==> src/rtl/sar_pkg.sv <==
// Shared types for the SAR conversion sequencer.
// Assumes a 2-bit register address space, decoded by sar_regs.
package sar_pkg;
    typedef enum logic [1:0] {
        ST_IDLE,
        ST_DELAY,
        ST_SAMPLE,
        ST_TRIAL
    } seq_state_t;

    localparam logic [1:0] ADDR_MODE = 2'd0;
    localparam logic [1:0] ADDR_CHAN = 2'd1;
    localparam logic [1:0] ADDR_RES  = 2'd2;
    localparam logic [1:0] ADDR_STAT = 2'd3;
endpackage

==> src/rtl/sar_seq.sv <==
// Conversion sequencer: start delay, sampling phase, and RES_W bit
// trials, MSB first. It reports the last trial cycle through eoc and
// gives the finished code in that same cycle.
// Assumes go and halt are never high together, and halt has priority.
module sar_seq
    import sar_pkg::*;
#(
    parameter int RES_W      = 10,
    parameter int SAMPLE_CYC = 10,
    parameter int TRIAL_CYC  = 5,
    parameter int START_DLY  = 2
) (
    input  logic             clk,
    input  logic             rst_n,
    input  logic             go,
    input  logic             halt,
    input  logic             cmp_in,
    output logic [RES_W-1:0] trial_code,
    output logic             smp_en,
    output logic             eoc,
    output logic [RES_W-1:0] eoc_code
);
    localparam int MAX_PH = (SAMPLE_CYC > TRIAL_CYC)
                          ? ((SAMPLE_CYC > START_DLY) ? SAMPLE_CYC : START_DLY)
                          : ((TRIAL_CYC > START_DLY) ? TRIAL_CYC : START_DLY);
    localparam int CNT_W = $clog2(MAX_PH + 1);
    localparam int BIT_W = (RES_W > 1) ? $clog2(RES_W) : 1;
    localparam logic [CNT_W-1:0] LAST_DLY = CNT_W'(START_DLY - 1);
    localparam logic [CNT_W-1:0] LAST_SMP = CNT_W'(SAMPLE_CYC - 1);
    localparam logic [CNT_W-1:0] LAST_TRL = CNT_W'(TRIAL_CYC - 1);
    localparam logic [RES_W-1:0] MSB_ONE  = RES_W'(1) << (RES_W - 1);

    seq_state_t       state;
    logic [CNT_W-1:0] cnt;
    logic [BIT_W-1:0] bit_idx;
    logic [RES_W-1:0] code;
    logic [CNT_W-1:0] last_cnt;
    logic             phase_end;
    logic [RES_W-1:0] decided;

    // Length of the phase that is running now.
    always_comb begin
        case (state)
            ST_DELAY:  last_cnt = LAST_DLY;
            ST_SAMPLE: last_cnt = LAST_SMP;
            default:   last_cnt = LAST_TRL;
        endcase
    end

    assign phase_end = (state != ST_IDLE) && (cnt == last_cnt);

    // The trial code with the bit under test replaced by the comparator decision.
    always_comb begin
        decided          = code;
        decided[bit_idx] = cmp_in;
    end

    assign eoc        = (state == ST_TRIAL) && phase_end && (bit_idx == '0);
    assign eoc_code   = decided;
    assign trial_code = code;
    assign smp_en     = (state == ST_SAMPLE);

    // Phase sequencing and successive-approximation register.
    always_ff @(posedge clk) begin
        if (!rst_n) begin
            state   <= ST_IDLE;
            cnt     <= '0;
            bit_idx <= '0;
            code    <= '0;
        end else if (halt) begin
            state <= ST_IDLE;
            cnt   <= '0;
            code  <= '0;
        end else if (go) begin
            state <= ST_DELAY;
            cnt   <= '0;
            code  <= '0;
        end else if (state != ST_IDLE) begin
            if (!phase_end) begin
                cnt <= cnt + 1'b1;
            end else begin
                cnt <= '0;
                case (state)
                    ST_DELAY: state <= ST_SAMPLE;
                    ST_SAMPLE: begin
                        state   <= ST_TRIAL;
                        bit_idx <= BIT_W'(RES_W - 1);
                        code    <= MSB_ONE;
                    end
                    default: begin
                        if (bit_idx == '0) begin
                            state <= ST_SAMPLE;
                            code  <= '0;
                        end else begin
                            bit_idx <= bit_idx - 1'b1;
                            code    <= decided | (RES_W'(1) << (bit_idx - 1'b1));
                        end
                    end
                endcase
            end
        end
    end

    // an abort always leaves the sequencer idle.
    p_halt_idle_r7: assert property (@(posedge clk) disable iff (!rst_n)
        halt |=> (state == ST_IDLE));

    // a restart without abort re-enters the start delay.
    p_go_delay_r8: assert property (@(posedge clk) disable iff (!rst_n)
        (go && !halt) |=> (state == ST_DELAY));

    // a finished conversion without bus interference samples again.
    p_eoc_resample_r7: assert property (@(posedge clk) disable iff (!rst_n)
        (eoc && !go && !halt) |=> (state == ST_SAMPLE && cnt == '0));

    // the sampling output never overlaps a trial code.
    p_sample_no_code_r2: assert property (@(posedge clk) disable iff (!rst_n)
        smp_en |-> (trial_code == '0));
endmodule

==> src/rtl/sar_regs.sv <==
// Register file and arbiter. It holds the mode, channel, result and
// status registers, the comparator warm-up counter, and the rules for
// a result update that meets a bus read or a configuration write.
// Assumes bus_rd only affects the collision rule; rdata is combinational.
module sar_regs
    import sar_pkg::*;
#(
    parameter int RES_W    = 10,
    parameter int N_CH     = 4,
    parameter int DATA_W   = 16,
    parameter int WARM_CYC = 20
) (
    input  logic                     clk,
    input  logic                     rst_n,
    input  logic                     wr_en,
    input  logic                     rd_en,
    input  logic [1:0]               addr,
    input  logic [DATA_W-1:0]        wdata,
    output logic [DATA_W-1:0]        rdata,
    input  logic                     eoc,
    input  logic [RES_W-1:0]         eoc_code,
    output logic [$clog2(N_CH)-1:0]  ch,
    output logic                     go,
    output logic                     halt,
    output logic                     irq
);
    localparam int CH_W   = $clog2(N_CH);
    localparam int WARM_W = $clog2(WARM_CYC + 1);
    localparam logic [WARM_W-1:0] WARM_END = WARM_W'(WARM_CYC);

    logic              start_q, en_q, flag_q, susp_q, arm_q, pend_q, irq_q;
    logic [CH_W-1:0]   ch_q;
    logic [RES_W-1:0]  res_q, pend_val_q;
    logic [WARM_W-1:0] wcnt_q;
    logic              wr_mode, wr_chan, wr_stat, rd_res, cfg_wr;
    logic              new_start, start_rise, warm_done, commit;
    logic [RES_W-1:0]  commit_val;

    assign wr_mode    = wr_en && (addr == ADDR_MODE);
    assign wr_chan    = wr_en && (addr == ADDR_CHAN);
    assign wr_stat    = wr_en && (addr == ADDR_STAT);
    assign rd_res     = rd_en && (addr == ADDR_RES);
    assign cfg_wr     = wr_mode || wr_chan;
    assign new_start  = wr_mode ? wdata[0] : start_q;
    assign go         = cfg_wr && new_start;
    assign halt       = wr_mode && !wdata[0];
    assign start_rise = wr_mode && wdata[0] && !start_q;
    assign warm_done  = (wcnt_q == WARM_END);
    assign commit     = pend_q || (eoc && !cfg_wr && !rd_res);
    assign commit_val = pend_q ? pend_val_q : eoc_code;
    assign ch         = ch_q;
    assign irq        = irq_q;

    // Mode and channel registers.
    always_ff @(posedge clk) begin
        if (!rst_n) begin
            start_q <= 1'b0;
            en_q    <= 1'b0;
            ch_q    <= '0;
        end else begin
            if (wr_mode) begin
                start_q <= wdata[0];
                en_q    <= wdata[1];
            end
            if (wr_chan) ch_q <= wdata[CH_W-1:0];
        end
    end

    // Comparator warm-up counter, saturating, held at zero while disabled.
    always_ff @(posedge clk) begin
        if (!rst_n || !en_q) wcnt_q <= '0;
        else if (!warm_done) wcnt_q <= wcnt_q + 1'b1;
    end

    // One-cycle deferral of a result that meets a result read.
    always_ff @(posedge clk) begin
        if (!rst_n) begin
            pend_q     <= 1'b0;
            pend_val_q <= '0;
        end else begin
            pend_q <= eoc && !cfg_wr && rd_res;
            if (eoc) pend_val_q <= eoc_code;
        end
    end

    // Result register and interrupt pulse.
    always_ff @(posedge clk) begin
        if (!rst_n) begin
            res_q <= '0;
            irq_q <= 1'b0;
        end else begin
            irq_q <= commit;
            if (commit) res_q <= commit_val;
        end
    end

    // Request flag: set by a result, cleared only by writing 0.
    always_ff @(posedge clk) begin
        if (!rst_n) flag_q <= 1'b0;
        else if (commit) flag_q <= 1'b1;
        else if (wr_stat && !wdata[0]) flag_q <= 1'b0;
    end

    // Suspect tracking: armed on a start edge, consumed by the next result.
    always_ff @(posedge clk) begin
        if (!rst_n) begin
            arm_q  <= 1'b0;
            susp_q <= 1'b0;
        end else begin
            if (commit) begin
                susp_q <= arm_q;
                arm_q  <= 1'b0;
            end
            if (start_rise) arm_q <= !(en_q && wdata[1] && warm_done);
        end
    end

    // Register read mux.
    always_comb begin
        case (addr)
            ADDR_MODE: rdata = DATA_W'({en_q, start_q});
            ADDR_CHAN: rdata = DATA_W'(ch_q);
            ADDR_RES:  rdata = DATA_W'(res_q);
            default:   rdata = DATA_W'({susp_q, flag_q});
        endcase
    end

    // a colliding read sees no update and no pulse in the next cycle.
    p_read_defer_r3: assert property (@(posedge clk) disable iff (!rst_n)
        (eoc && rd_res && !cfg_wr) |=> ($stable(res_q) && !irq_q));

    // the deferred result arrives one cycle later.
    p_read_late_r3: assert property (@(posedge clk) disable iff (!rst_n)
        (eoc && rd_res && !cfg_wr) |-> ##2 irq_q);

    // a colliding configuration write drops the result.
    p_cfg_drop_r4: assert property (@(posedge clk) disable iff (!rst_n)
        (eoc && cfg_wr) |=> (!irq_q && $stable(res_q)));

    // a channel write keeps a set request flag.
    p_chan_keeps_flag_r5: assert property (@(posedge clk) disable iff (!rst_n)
        (wr_chan && flag_q) |=> flag_q);

    // the interrupt is a single-cycle pulse and is mirrored in the flag.
    p_irq_single_r6: assert property (@(posedge clk) disable iff (!rst_n)
        irq_q |=> !irq_q);
    p_irq_flag_r6: assert property (@(posedge clk) disable iff (!rst_n)
        irq_q |-> flag_q);
endmodule

==> src/rtl/sar_adc_ctrl.sv <==
// Top level of the SAR conversion controller. Connects the register
// arbiter to the phase sequencer. The comparator and DAC are external.
// Assumes a single clock domain and a synchronous active-low reset.
module sar_adc_ctrl #(
    parameter int RES_W      = 10,
    parameter int N_CH       = 4,
    parameter int DATA_W     = 16,
    parameter int SAMPLE_CYC = 10,
    parameter int TRIAL_CYC  = 5,
    parameter int START_DLY  = 2,
    parameter int WARM_CYC   = 20
) (
    input  logic                    clk,
    input  logic                    rst_n,
    input  logic                    bus_wr,
    input  logic                    bus_rd,
    input  logic [1:0]              bus_addr,
    input  logic [DATA_W-1:0]       bus_wdata,
    output logic [DATA_W-1:0]       bus_rdata,
    input  logic                    cmp_hi,
    output logic [RES_W-1:0]        trial_code,
    output logic [$clog2(N_CH)-1:0] chan_sel,
    output logic                    sampling,
    output logic                    irq
);
    logic             go, halt, eoc;
    logic [RES_W-1:0] eoc_code;

    sar_regs #(
        .RES_W(RES_W), .N_CH(N_CH), .DATA_W(DATA_W), .WARM_CYC(WARM_CYC)
    ) u_regs (
        .clk(clk), .rst_n(rst_n),
        .wr_en(bus_wr), .rd_en(bus_rd), .addr(bus_addr),
        .wdata(bus_wdata), .rdata(bus_rdata),
        .eoc(eoc), .eoc_code(eoc_code),
        .ch(chan_sel), .go(go), .halt(halt), .irq(irq)
    );

    sar_seq #(
        .RES_W(RES_W), .SAMPLE_CYC(SAMPLE_CYC),
        .TRIAL_CYC(TRIAL_CYC), .START_DLY(START_DLY)
    ) u_seq (
        .clk(clk), .rst_n(rst_n),
        .go(go), .halt(halt), .cmp_in(cmp_hi),
        .trial_code(trial_code), .smp_en(sampling),
        .eoc(eoc), .eoc_code(eoc_code)
    );
endmodule

==> config.mk <==
export PLATFORM = sky130hd
export DESIGN_NAME = sar_adc_ctrl
export DESIGN_NICKNAME = d
export VERILOG_FILES = /design/src/rtl/sar_pkg.sv /design/src/rtl/sar_seq.sv /design/src/rtl/sar_regs.sv /design/src/rtl/sar_adc_ctrl.sv
export SDC_FILE = /design/constraint.sdc
export NUM_CORES = 1
export LEC_CHECK = 0
export ABC_AREA = 1
export CORE_MARGIN = 1
export CORE_UTILIZATION = 60
export CTS_CLUSTER_DIAMETER = 60
export DETAILED_ROUTE_END_ITERATION = 8
export DONT_BUFFER_PORTS = 1
export GPL_ROUTABILITY_DRIVEN = 1
export PLACE_DENSITY = 0.76
export SLEW_MARGIN = 20
export SYNTH_ARGS = -nofsm -noshare
export SYNTH_HDL_FRONTEND = slang
export SYNTH_SLANG_ARGS = --single-unit
==> constraint.sdc <==
create_clock -name clk -period 2.7 [get_ports clk]
set_clock_uncertainty 0.15 [all_clocks]
set_input_delay 0 -clock clk [delete_from_list [all_inputs] [get_ports clk]]
set_output_delay 0 -clock clk [all_outputs]
set_load 0.02 [all_outputs]
## Word level (Yosys, flattened, before mapping)

Cells that the tools add are included.

| storage, ports and cells | value |
|---|---|
| register bits after elaboration | 54 |
| word-level logic and storage cells | 100 |

| cells by class | value |
|---|---|
| add/subtract/negate cells | 3 |
| $lt $le $gt $ge | 2 |
| eq/ne operators | 9 |
| shifts and indexed selects | 1 |
| mux-type cells | 21 |
| bitwise operators | 5 |
| reductions and logical operators | 43 |

Operators with widths:

| cell | count |
|---|---|
| one-hot mux 10 bit (3 select lines) | 1 |
| 2-to-1 mux 10 bit | 2 |
| one-hot mux 10 bit (2 select lines) | 1 |
| logical AND 1 bit | 18 |
| one-hot mux 4 bit (2 select lines) | 2 |
| bitwise mux 10 bit | 1 |
| bitwise OR 10 bit | 1 |
| nonzero test 2 bit | 5 |
| left shift 1 x 4 -> 10 bit (first input constant) | 1 |
| 2-to-1 mux 1 bit | 9 |
| AND reduction 3 bit | 3 |
| == test 2 bit (second input constant) | 4 |
| 2-to-1 mux 4 bit | 2 |
| zero test 1 bit | 7 |
| AND reduction 6 bit | 1 |
| adder 5 x 1 -> 5 bit (second input constant) | 1 |
| == test 5 bit (second input constant) | 1 |
| < comparator 4 x 5 -> 1 bit (second input constant) | 1 |
| adder 4 x 1 -> 4 bit (second input constant) | 1 |
| demux 1 bit (select 4 bit) | 1 |
| == test 2 x 1 -> 1 bit (second input constant) | 2 |
| == test 4 bit | 1 |
| >= comparator 4 x 1 -> 1 bit (second input constant) | 1 |
| zero test 4 bit | 1 |
| other kinds (11) | 16 |

## Logic depth before layout (Yosys ltp)

| logic depth | value |
|---|---|
| depth in word-level cells | 11 |
| mapped depth | 13 |
| gate-level depth less buffers | 11 |

## Hierarchy

From an unflattened synthesis, not the netlist that was laid out.

| unflattened totals | value |
|---|---|
| cells, all modules | 476 |
| area total of the unflattened synthesis | 3,189.3 um2 |

By module, submodules not included:

| module | instances | cells each | area each (um2) |
|---|---|---|---|
| sar_regs | 1 | 242 | 1,720.4 |
| sar_seq | 1 | 234 | 1,468.9 |

## Least setup slack after synthesis

OpenSTA, ideal clock, no wires.

| timing | value |
|---|---|
| kind | flip-flop to flip-flop |
| from | register u_seq.state[0] |
| to | register u_regs.res_q[0] |
| setup time | 115 ps |
| arrival | 1,743 ps |
| data required time | 2,435 ps |
| slack | 692 ps |
| cell stages (with the launch flop) | 13 |
| path buffers | 2 |
| cells stage by stage | dfxtp_1 > inv_1 > ha_1 > buf_6 > nand2_1 > nand2_1 > nor2_2 > nand2_2 > nor2_4 > nand3_4 > buf_6 > a21oi_1 > nor2_1 |

| on the way | value |
|---|---|
| word-level cells in the longest chain between the ends | 9 |
| elaborated cells between the ends (all ways) | 12 |

RTL lines:

| element | line | RTL |
|---|---|---|
| start: declaration | sar_seq.sv:33 | `seq_state_t state;` |
| start signal: assignment | sar_seq.sv:66 | `state <= ST_IDLE;` |
| start signal: assignment | sar_seq.sv:71 | `state <= ST_IDLE;` |
| start signal: assignment | sar_seq.sv:75 | `state <= ST_DELAY;` |
| == test 2 bit | n/a |  |
| net sampling | sar_adc_ctrl.sv:23 | `output logic sampling,` |
| one-hot mux 4 bit (2 select lines) | sar_seq.sv:43 | `case (state)` |
| == test 4 bit | sar_seq.sv:50 | `assign phase_end = (state != ST_IDLE) && (cnt == last_cnt);` |
| logical AND 1 bit | sar_seq.sv:50 |  |
| logical AND 1 bit (2 in a row) | sar_seq.sv:58 | `assign eoc = (state == ST_TRIAL) && phase_end && (bit_idx == '0);` |
| logical AND 1 bit (2 in a row) | sar_regs.sv:49 | `assign commit = pend_q \|\| (eoc && !cfg_wr && !rd_res);` |
| logical OR 1 bit | sar_regs.sv:49 |  |
| end signal: assignment | sar_regs.sv:93 | `if (commit) res_q <= commit_val;` |
| end: declaration | sar_regs.sv:33 | `logic [RES_W-1:0] res_q, pend_val_q;` |

The timed path passes the listed nets, and every way through them passes these cells.
A chain may end at the register's enable or synchronous reset.

## Worst setup path in the final report

| timing | value |
|---|---|
| from | register u_seq.state[0] |
| to | register u_regs.res_q[8] |

| on the way | value |
|---|---|
| word-level cells in the longest chain between the ends | 9 |
| elaborated cells between the ends (all ways) | 12 |

RTL lines:

| element | line |
|---|---|
| == test 2 bit or == test 2 x 1 -> 1 bit (tied branches) | sar_seq.sv:43 |
| one-hot mux 4 bit (2 select lines) | sar_seq.sv:43 |
| == test 4 bit | sar_seq.sv:50 |
| logical AND 1 bit | sar_seq.sv:50 |
| logical AND 1 bit (*) (2 in a row) | sar_seq.sv:58 |
| logical AND 1 bit (*) (2 in a row) | sar_regs.sv:49 |
| logical OR 1 bit (*) | sar_regs.sv:49 |

Mark *: on every way between the ends. The rest lies on a longest branch, timed or not.

==> results.toml <==
[detailed_routing]
ant_nets = 0
firstDrtPassIters = 5
vias = 2633
viasPerCell = 5.27
detail_route.wirelength_um = 6130
wl_per_cell_um = 12.3
drc = 0
drt_iter0_drc = 226

[synthesis]
syn_inst = 427
synth_area_per_cell_um2 = 6.97
synth-edff-count = 0
ys_seq_area_share_pct = 36.3
ys_types = 34
async_flop_share_pct = 0
ys_ff_latch = 54
yosys_most_used_dff = "dfxtp_1"
yosys_warnings = 0
syn-cell-area_mm2 = 0.00297

[power]
power_frac_clock_pct = 39.0
p_leak_nw = 1.36
switching_power_mw = 0.343
p_total_mw = 1.45
p_seq_share_pct = 55.8
pwr_density_cell_mw_per_mm2 = 454
pwr-share-comb_pct = 5.3
ir_worst_vdd_mv = 0.313
swShare_pct = 23.7
intPower_mw = 1.11

[finish]
fin_util_pct = 67.2
diodes = 0
seqCellArea_mm2 = 0.00108
fin_nets = 469
stdcell_area_mm2 = 0.00319
drive_gt1_share_pct = 7.39
syn2layout_area_growth_pct = 7.36
multi_input_area_mm2 = 0.00159
fillers = 415

[run_status]
status = "completed"

[placement]
dp.final_hpwl_um = 4150
place.gp.congestion = 0.899
port_buffers = 0
placed_cell_area_mm2 = 0.00296

[sta]
max_freq_mhz = 411
setup_violations = 0
finalSetupTns_ns = 0
maxSlewHeadroom_pct = 34.1
maxSlewViolCount = 0
rsz0062_at_grt = "no"
tightest_slew_ns = 0.988
min_period_ns = 2.43
period_share_pct = 90.2
hold_viol = 0

[global_routing]
antenna_found_initial = 0
grt_start_max_net_pins = 36
grt_pass1_wl_um = 10100
grt_usage_pct = 24.5
grt_pass1_vias = 2220
grt_remaining_overflow = 0

[setup_path]
reg2reg_from = "u_seq.state[0]"
crit_path_end_kind = "flop"
reg2reg_setup_slack_ns = 0.27
ff2ff_path_depth = 10
worst-endpoint-arrival_ns = 2.50
crit_required_ns = 2.76
startpoint_type = "flop"
crit_type = "reg -> reg"
path_max_fanout = 25
reg2reg_to = "u_regs.res_q[8]"

[clock_tree]
cts_root_buffer = "clkbuf_8"
clkLatencyLatePin_ns = 0.32
cts.sinks = 54
cts_buffers = 5
post-cts-setup-buffers = 0
cts.htree.levels = 2
cts_buffer_depth = 2
cts_tree = "done"
path_clk_slew_ns = 0.11

[floorplanning]
ioPinCount = 53
core_area_mm2 = 0.00475
initial_utilization_pct = 62.6
rows = 25
dieArea_mm2 = 0.00524
dieHeight_um = 72.4
die_width_um = 72.4

[worst_hold_path]
min_to = "u_seq.trial_code[6]"
worstHoldPathCells = 2
hp-class = "in -> reg"
worstHoldStart = "rst_n"

[job]
cap_viol_max_count = 0
==> cells by family after synthesis <==
logic type	after synthesis	synth area share, %
other	1	0.126
adder cells (fa/ha/maj)	14	5.89
XOR/XNOR	5	1.73
AND/OR/NAND/NOR	175	26.8
AO/OA/AOI/OAI	105	18.2
flip-flops	54	36.3
buffers and inverters	73	11.0
==> layer usage <==
| metal | vias to the layer above | track usage, % | wire length [um] |
|---|---|---|---|
| li1 | 1375 | - | - |
| met1 | 1182 | 33.0 | 2910 |
| met2 | 68 | 39.3 | 2780 |
| met3 | 8 | 5.00 | 343 |
| met4 | 0 | 7.84 | 95 |
| met5 | - | 0 | 0 |
==> Yosys cell counts (all sizes together), types with 3 or more instances <==
cell	number	area (um2)
a21oi	51	255
buf	15	109
clkbuf	5	18.8
clkinv	3	11.3
dfxtp	54	1080
ha	14	175
inv	50	188
nand2	88	340
nand3	28	193
nor2	53	216
nor3	3	26.3
o21ai	47	239
o22ai	4	25.0
xor2	4	42.6
==> state kept, by name (all words and copies together) (netlist names), 2 cells and up <==
name / count
u_regs.pend_val_q: 10
u_regs.res_q: 10
u_seq.bit_idx: 4
u_seq.cnt: 4
u_seq.trial_code: 10
u_regs.wcnt_q: 5
u_regs.ch: 2
u_seq.state: 2
==> worst max-delay path by stage <==
stage                               from               to  slack, ns
after floorplan           u_seq.state[0]  u_regs.res_q[0]       0.69
after global placement    u_seq.state[0]  u_regs.res_q[4]       0.36
after detailed placement  u_seq.state[0]  u_regs.res_q[4]       0.32
after CTS                          rst_n      u_regs.en_q       0.23
after global routing      u_seq.state[0]  u_regs.res_q[8]       0.03
final                     u_seq.state[0]  u_regs.res_q[8]       0.27
==> metrics by stage <==
stage	instances	setup WS, ns	hold slack [ns]
2_1_floorplan	432	0.692	0.0135
3_3_place_gp	481	0.357	-0.0204
3_5_place_dp	481	0.318	-0.0198
4_1_cts	500	0.231	0.00163
5_1_grt	500	0.0296	0.0430
6_report	500	0.265	0.0116
==> final cells by class <==
cell class	count	area share (%)
clock buffer	5	2.16
clock inverter	3	1.49
inverter	53	6.23
multi-input combinational	305	49.6
sequential	54	33.9
tap	67	2.63
timing repair buffer	13	4.00
==> layout by cell type (no fill, tap or decap), types with 3 or more instances in the layout <==
master,instances
clkbuf_8,5
dfxtp_1,54
xor2_1,3
o21ai_0,41
nor2_1,50
inv_2,3
nand2_1,84
o22ai_1,4
conb_1,6
ha_1,14
clkinv_1,3
a21oi_1,51
nand3_1,19
nand2_2,4
dlygate4sd3_1,10
o21ai_1,5
nand3_2,8
inv_1,47
==> critical path: stages, from the launching register on <==
cell     delay (ns)
dfxtp_1        0.42
inv_1          0.08
ha_1           0.35
nand2_1        0.12
nand2_1        0.06
nor2_2         0.09
nand2_2        0.13
nor2_4         0.28
nand3_4        0.32
a21oi_1        0.26
nor2_1         0.06
==> power by group through the flow <==
stage	Sequential, mW	Clock (mW)	Combinational, mW
floorplan	0.826	0	0.0569
global placement	0.826	0	0.0535
detailed placement	0.827	0	0.0541
CTS	0.808	0.580	0.0747
global route	0.810	0.616	0.0849
finish	0.808	0.565	0.0761
==> repair_timing <==
item                                    in CTS  in global routing
endpoints found under the setup margin       0                  1
endpoints found under the hold margin       39                  0
gates resized for setup                      0                  1
hold buffers                                11                  0
Power figures use the tool's default switching activity.
